`config.mk`:
```
export PLATFORM = sky130hd
export DESIGN_NAME = as_unit
export DESIGN_NICKNAME = d
export VERILOG_FILES = /design/src/rtl/as_pkg.sv /design/src/rtl/as_full_add.sv /design/src/rtl/as_arith.sv /design/src/rtl/as_logic.sv /design/src/rtl/as_shift.sv /design/src/rtl/as_unit.sv
export SDC_FILE = /design/constraint.sdc
export NUM_CORES = 1
export LEC_CHECK = 0
export CAP_MARGIN = 20
export CORE_MARGIN = 1.5
export CORE_UTILIZATION = 49
export DETAILED_ROUTE_END_ITERATION = 8
export DONT_BUFFER_PORTS = 1
export GPL_TIMING_DRIVEN = 1
export PLACE_DENSITY = 0.66
export RECOVER_POWER = 25
export SYNTH_ARGS = -nofsm -noshare
export SYNTH_HDL_FRONTEND = slang
export SYNTH_SLANG_ARGS = --single-unit
```
`constraint.sdc`:
```
create_clock -name vclk -period 6.6
set_input_delay 0.99 -clock vclk [all_inputs]
set_output_delay 0.99 -clock vclk [all_outputs]
set_load 0.005 [all_outputs]
```
`src/rtl/as_pkg.sv`:
```
package as_pkg;
  typedef enum logic [1:0] {
    GRP_ARITH = 2'b00,
    GRP_LOGIC = 2'b01,
    GRP_SHR   = 2'b10,
    GRP_SHL   = 2'b11
  } grp_e;

  typedef enum logic [1:0] {
    Y_B    = 2'b00,
    Y_NB   = 2'b01,
    Y_ZERO = 2'b10,
    Y_ONES = 2'b11
  } ysel_e;

  typedef enum logic [1:0] {
    L_AND  = 2'b00,
    L_OR   = 2'b01,
    L_XOR  = 2'b10,
    L_NOTA = 2'b11
  } lop_e;
endpackage

```
`src/rtl/as_full_add.sv`:
```
module as_full_add (
  input  logic x_i,
  input  logic y_i,
  input  logic c_i,
  output logic s_o,
  output logic c_o
);
  logic p;
  assign p   = x_i ^ y_i;
  assign s_o = p ^ c_i;
  assign c_o = (x_i & y_i) | (p & c_i);
endmodule

```
`src/rtl/as_arith.sv`:
```
module as_arith
  import as_pkg::*;
#(
  parameter int WIDTH = 8
) (
  input  logic [WIDTH-1:0] a_i,
  input  logic [WIDTH-1:0] b_i,
  input  logic [1:0]       op_i,
  input  logic             cin_i,
  output logic [WIDTH-1:0] sum_o,
  output logic             cout_o
);
  logic [WIDTH:0]   carry;
  logic [WIDTH-1:0] y;

  assign carry[0] = cin_i;

  for (genvar i = 0; i < WIDTH; i++) begin : g_bit
    // per-bit 4:1 steering of the adder's second input
    always_comb begin
      unique case (ysel_e'(op_i))
        Y_B:     y[i] = b_i[i];
        Y_NB:    y[i] = ~b_i[i];
        Y_ZERO:  y[i] = 1'b0;
        default: y[i] = 1'b1;
      endcase
    end

    as_full_add u_fa (
      .x_i (a_i[i]),
      .y_i (y[i]),
      .c_i (carry[i]),
      .s_o (sum_o[i]),
      .c_o (carry[i+1])
    );
  end

  assign cout_o = carry[WIDTH];

  always_comb begin
    p_ymux_zero_r1: assert (!(op_i == Y_ZERO) || (y == '0))
      else $error("adder y input not zero");
    p_carry_chain_r2: assert ({cout_o, sum_o} ==
                              ({1'b0, a_i} + {1'b0, y} + {{WIDTH{1'b0}}, cin_i}))
      else $error("ripple chain mismatch");
  end
endmodule

```
`src/rtl/as_logic.sv`:
```
module as_logic
  import as_pkg::*;
#(
  parameter int WIDTH = 8
) (
  input  logic [WIDTH-1:0] a_i,
  input  logic [WIDTH-1:0] b_i,
  input  logic [1:0]       op_i,
  output logic [WIDTH-1:0] f_o
);
  for (genvar i = 0; i < WIDTH; i++) begin : g_bit
    always_comb begin
      unique case (lop_e'(op_i))
        L_AND:   f_o[i] = a_i[i] & b_i[i];
        L_OR:    f_o[i] = a_i[i] | b_i[i];
        L_XOR:   f_o[i] = a_i[i] ^ b_i[i];
        default: f_o[i] = ~a_i[i];
      endcase
    end
  end

  always_comb begin
    p_logic_not_r4: assert (!(op_i == L_NOTA) || ((f_o ^ a_i) == '1))
      else $error("complement path wrong");
  end
endmodule

```
`src/rtl/as_shift.sv`:
```
module as_shift #(
  parameter int WIDTH = 8
) (
  input  logic [WIDTH-1:0] a_i,
  output logic [WIDTH-1:0] shr_o,
  output logic [WIDTH-1:0] shl_o
);
  localparam int MSB = WIDTH - 1;

  for (genvar i = 0; i < WIDTH; i++) begin : g_bit
    if (i == MSB) begin : g_top
      assign shr_o[i] = 1'b0;
    end else begin : g_mid_r
      assign shr_o[i] = a_i[i+1];
    end
    if (i == 0) begin : g_bot
      assign shl_o[i] = 1'b0;
    end else begin : g_mid_l
      assign shl_o[i] = a_i[i-1];
    end
  end
endmodule

```
`src/rtl/as_unit.sv`:
```
module as_unit
  import as_pkg::*;
#(
  parameter int WIDTH = 8
) (
  input  logic [WIDTH-1:0] a_i,
  input  logic [WIDTH-1:0] b_i,
  input  logic [3:0]       sel_i,
  input  logic             cin_i,
  output logic [WIDTH-1:0] res_o,
  output logic             cout_o
);
  grp_e             grp;
  logic [WIDTH-1:0] arith_res;
  logic             arith_cout;
  logic [WIDTH-1:0] logic_res;
  logic [WIDTH-1:0] shr_res;
  logic [WIDTH-1:0] shl_res;

  assign grp = grp_e'(sel_i[3:2]);

  as_arith #(.WIDTH(WIDTH)) u_arith (
    .a_i    (a_i),
    .b_i    (b_i),
    .op_i   (sel_i[1:0]),
    .cin_i  (cin_i),
    .sum_o  (arith_res),
    .cout_o (arith_cout)
  );

  as_logic #(.WIDTH(WIDTH)) u_logic (
    .a_i  (a_i),
    .b_i  (b_i),
    .op_i (sel_i[1:0]),
    .f_o  (logic_res)
  );

  as_shift #(.WIDTH(WIDTH)) u_shift (
    .a_i   (a_i),
    .shr_o (shr_res),
    .shl_o (shl_res)
  );

  always_comb begin
    unique case (grp)
      GRP_ARITH: res_o = arith_res;
      GRP_LOGIC: res_o = logic_res;
      GRP_SHR:   res_o = shr_res;
      default:   res_o = shl_res;
    endcase
  end

  assign cout_o = (grp == GRP_ARITH) & arith_cout;

  always_comb begin
    p_cout_idle_r3: assert ((grp == GRP_ARITH) || !cout_o)
      else $error("carry-out outside arithmetic mode");
    p_shr_fill_r6: assert (!(grp == GRP_SHR) || !res_o[WIDTH-1])
      else $error("right shift fill not zero");
    p_shl_fill_r7: assert (!(grp == GRP_SHL) || !res_o[0])
      else $error("left shift fill not zero");
  end
endmodule

```
* Word-level counts from Yosys, hierarchy flattened
Cells that the tools add are included.
Operators by class: shifts and indexed selects 0, div/mod/pow operators 0, muxes and demuxes 17, add/sub/neg operators 0, magnitude comparators 0, reduce and logical (&&, ||, !) cells 2, eq/ne operators 4, bitwise logic cells 81, multipliers 0
Operators with widths (count):
- 1-bit one-hot mux with 3 select lines | 16
- 1-bit AND | 25
- 8-bit one-hot mux with 3 select lines | 1
- 1-bit XOR | 24
- 1-bit NOT | 16
- 1-bit bitwise OR | 16
- 2-bit by 1-bit == test with 1-bit output (second input constant) | 2
- 2-bit == test (second input constant) | 2
- 2-bit logical NOT | 2
Word-level totals: flip-flop bits (word level) 0, bits in latches 0, memory bits (read-only) 0, memory bits (writable) 0, input bits 21, memories kept 0, logic and storage cells 104, output and inout port bits 9

* Longest topological paths before layout
depth after elaboration 20, gate-level depth with buffers 15, gate-level depth less buffers 14

* Modules after synthesis
From an unflattened synthesis, not the netlist that was laid out.
Second synthesis, totals: cells, all modules 103, area, all modules 1116.1 um^2
Modules (own cells, without submodules):
- as_logic | sequential area each 0.0 um^2, cells each 50, area an instance 493.0 um^2, times used 1
- as_unit | sequential area each 0.0 um^2, cells each 11, area an instance 203.9 um^2, times used 1
- as_full_add | sequential area each 0.0 um^2, cells each 1, area an instance 20.0 um^2, times used 8
- as_arith | sequential area each 0.0 um^2, cells each 17, area an instance 135.1 um^2, times used 1
- as_shift | sequential area each 0.0 um^2, cells each 17, area an instance 123.9 um^2, times used 1

* Worst setup path after synthesis
OpenSTA, ideal clock, no wires.
path kind input to output, start point in sel_i[0], end point out res_o[7], path buffers 2, required time 5610 ps, setup slack 910 ps, data arrival time 4700 ps, stages 14, path through buf_2 -> buf_2 -> xnor2_1 -> fa_1 -> inv_1 -> fa_1 -> fa_1 -> fa_1 -> fa_1 -> fa_1 -> fa_1 -> fa_1 -> a22oi_1 -> o21ai_0
Between the ends: word-level cells in the longest chain between the ends 19, elaborated cells between the ends (all ways) 43, those cells by class eq/ne: 2; mux: 10; bitwise: 30; reduce/logical: 1
RTL lines:
- start: declaration | line as_unit.sv:8 | input logic [3:0] sel_i,
- 2-bit == test, or another cell as far along | line as_arith.sv:21, as_logic.sv:13
- 1-bit one-hot mux with 3 select lines | line as_arith.sv:21 | unique case (ysel_e'(op_i))
- 1-bit XOR | line as_full_add.sv:9 | assign p = x_i ^ y_i;
- 1-bit AND | line as_full_add.sv:11 | assign c_o = (x_i & y_i) | (p & c_i);
- 1-bit bitwise OR | line as_full_add.sv:11
- 1-bit AND | line as_full_add.sv:11
- 1-bit bitwise OR | line as_full_add.sv:11
- 1-bit AND | line as_full_add.sv:11
- (+3 left out)
- 1-bit AND | line as_full_add.sv:11
- 1-bit bitwise OR | line as_full_add.sv:11
- 1-bit AND | line as_full_add.sv:11
- 1-bit bitwise OR | line as_full_add.sv:11
- 1-bit AND | line as_full_add.sv:11
- 1-bit bitwise OR | line as_full_add.sv:11
- 1-bit XOR | line as_full_add.sv:10 | assign s_o = p ^ c_i;
- 8-bit one-hot mux with 3 select lines (*) | line as_unit.sv:45 | unique case (grp)
- end: declaration | line as_unit.sv:10 | output logic [WIDTH-1:0] res_o,
Every way passes the cells marked *; elsewhere a longest branch is shown, timed or not.

* Final worst setup path
start point in b_i[0], end point out res_o[7]
Between the ends: word-level cells in the longest chain between the ends 19, elaborated cells between the ends (all ways) 20, those cells by class mux: 2; bitwise: 18
RTL lines:
- start: declaration | line as_unit.sv:7 | input logic [WIDTH-1:0] b_i,
- 1-bit NOT | line as_arith.sv:23 | Y_NB: y[i] = ~b_i[i];
- 1-bit one-hot mux with 3 select lines (*) | line as_arith.sv:21
- 1-bit XOR | line as_full_add.sv:9
- 1-bit AND | line as_full_add.sv:11
- 1-bit bitwise OR (*) | line as_full_add.sv:11
- 1-bit AND (*) | line as_full_add.sv:11
- 1-bit bitwise OR (*) | line as_full_add.sv:11
- 1-bit AND (*) | line as_full_add.sv:11
- (+3 left out)
- 1-bit AND (*) | line as_full_add.sv:11
- 1-bit bitwise OR (*) | line as_full_add.sv:11
- 1-bit AND (*) | line as_full_add.sv:11
- 1-bit bitwise OR (*) | line as_full_add.sv:11
- 1-bit AND (*) | line as_full_add.sv:11
- 1-bit bitwise OR (*) | line as_full_add.sv:11
- 1-bit XOR (*) | line as_full_add.sv:10
- 8-bit one-hot mux with 3 select lines (*) | line as_unit.sv:45
Marks and branches as above.

==> flow_metrics.py <==
metrics = {
    "global_routing": {
        "grt_pass1_wl_um": 2697,
        "grt_pass1_vias": 680,
        "grt_max_degree": 17,
        "grt.busiest_layer": "met2",
        "track_usage_pct": 15.88,
        "met1_usage_pct": 18.98,
        "grt_antenna_before_repair": 0,
        "met2_usage_pct": 31.47,
        "use_met3_pct": 2.264,
        "grt_overflow": 0,
    },
    "timing": {
        "min_period_ns": 5.604,
        "max-slew-margin-rel_pct": 66.08,
        "hold_viol_final": 0,
        "setup_violations": 0,
        "timing.setup.tns_ns": 0,
        "rsz0062_at_grt": "false",
        "tightest_slew_ns": 0.5069,
        "post-route-period-util_pct": 84.91,
        "final_max_slew_viol_count": 0,
        "fin_ws_ns": 0.9962,
        "max_freq_ghz": 0.1784,
    },
    "place": {
        "pre_cts_ws_ns": 1.011,
        "hpwlAfterDp_um": 1510,
        "place.port_buffers": 0,
        "place_area_um2": 988.4,
        "place.gp.congestion": 0.7187,
    },
    "critical_path": {
        "arrival_ns": 4.61,
        "startpoint_type": "input pin",
        "end_kind": "primary output",
        "critPathRequiredTime_ns": 5.61,
        "cpMostUsedCell": "fa_1",
        "slowest_stage": "fa_1",
        "path_max_fanout": 2,
        "max_stage_delay_ns": 0.43,
        "path_class": "input pin to primary output",
        "path_cells": "inv_1 > nor2_1 > xnor2_1 > fa_1 > inv_1 > fa_1 > fa_1 > fa_1 > fa_1 > fa_1 > fa_1 > fa_1 > a22oi_1 > o21ai_0",
    },
    "power": {
        "p_leak_nw": 0.4963,
        "p_comb_share_pct": 100.0,
        "peakVddDrop_mv": 0.02858,
        "seqPwrFrac_pct": 0,
        "power_per_cell_area_mw_per_mm2": 55.91,
        "switchingPower_uw": 25.64,
        "internal_power_uw": 29.62,
        "clockPowerShare_pct": 0,
        "power_switching_share_pct": 46.41,
    },
    "flow_run": {
        "drv_cap": 0,
    },
    "floorplan": {
        "die_area_mm2": 0.002309,
        "io_pins": 30,
        "num_rows": 16,
        "start_util_pct": 51.22,
        "coreArea_mm2": 0.001942,
        "die_w_um": 48.06,
        "die_h_um": 48.06,
    },
    "logic_synthesis": {
        "synth_area_leaders": "ha_1 (20%), fa_1 (16%), mux4_1 (16%)",
        "syn_avg_cell_area_um2": 9.126,
        "ys_types": 20,
        "synth_commonest_cells": "inv_1 (34), ha_1 (16), fa_1 (8), nand2b_1 (8), xnor2_1 (8)",
        "synth_top_cell_by_area": "ha_1",
        "netlist.area_leader.share_pct": 20.13,
        "synth.most_common_cell": "inv_1",
        "synth_warnings": 0,
        "yosysSeqAreaShare_pct": 0,
        "synthCells": 109,
        "syn_area_um2": 994.7,
        "syn_nets": 154,
    },
    "final_layout": {
        "diodes": 0,
        "nFlopsAndLatches": 0,
        "drive_gt1_share_pct": 1.923,
        "area_growth_pct": -0.6289,
        "final_nets": 151,
        "clkbuf_count": 0,
        "fillers": 199,
        "final_core_util_pct": 50.90,
        "register_area_um2": 0,
        "final_area_um2": 988.4,
    },
    "route": {
        "drtIter0Drc": 32,
        "vias": 730,
        "vias_per_cell": 5.573,
        "drcViolationCount": 0,
        "wl_um": 1767,
        "ant_nets": 0,
        "post_drt_wl_per_cell_um": 13.49,
        "dr.pass1.iters": 4,
    },
    "clock_tree": {
        "post-cts-setup-buffers": 0,
        "cts.hold.buffers_added": 0,
        "cts_resized": 0,
    },
    "run_status": {
        "status": "finished, final reports clean",
    },
    "min_path": {
        "hp-class": "input pin to primary output",
    },
}
[routing by layer]
layer	vias to the layer above	routed length [um]
met1	349	641
li1	352	-
met3	0	158
met5	-	0
met2	29	967
met4	0	0
[worst max-delay path: cells and delay by family]
kind	cells	cell delay [ns]
compound gates	2	0.30
xor+xnor	1	0.15
fa+ha+maj	8	2.96
buf+inv	2	0.08
simple gates	1	0.11
[final cells by class]
type	instances	area [um^2]	area share, %
multi-input combinational	70	827.0	83.67
inverter	34	127.6	12.91
tap	27	33.78	3.418
[path summary, 6_finish.rpt]
kind	startpoint	to	slack (ns)	cells after the start
setup / recovery	b_i[0]	res_o[7]	1.0	14
hold / removal	a_i[1]	res_o[0]	2.11	2
[logic make-up after synthesis]
| family | Yosys count | share of synthesized area (%) |
|---|---|---|
| compound gates | 16 | 11.32 |
| xor+xnor | 8 | 7.044 |
| fa+ha+maj | 24 | 36.23 |
| buf+inv | 39 | 16.85 |
| mux | 8 | 20.38 |
| simple gates | 14 | 8.176 |
[placed cells by master, fill, tap and decap left out, drive strengths merged]
cell	instances
mux4	8
nor2b	1
a222oi	6
o21ai	8
ha	16
nand2b	8
nor3	1
xnor2	8
and2	2
a22oi	1
inv	34
a21oi	1
nor2	2
fa	8
[per-stage QoR]
stage	hold slack, ns	power, mW	cells
4_1_cts	2.115	0.05663	131
3_3_place_gp	2.112	0.05321	131
5_1_grt	2.146	0.06477	131
2_1_floorplan	2.099	0.05164	109
3_5_place_dp	2.114	0.05674	131
6_report	2.112	0.05526	131
[power by group through the flow]
| stage | logic [mW] | clock network [mW] | registers, mW |
|---|---|---|---|
| 6_report | 0.0553 | 0 | 0 |
| 5_1_grt | 0.0648 | 0 | 0 |
| 4_1_cts | 0.0566 | 0 | 0 |
| 3_5_place_dp | 0.0567 | 0 | 0 |
| 3_3_place_gp | 0.0532 | 0 | 0 |
| 2_1_floorplan | 0.0516 | 0 | 0 |
(Power assumes the default switching activity.)
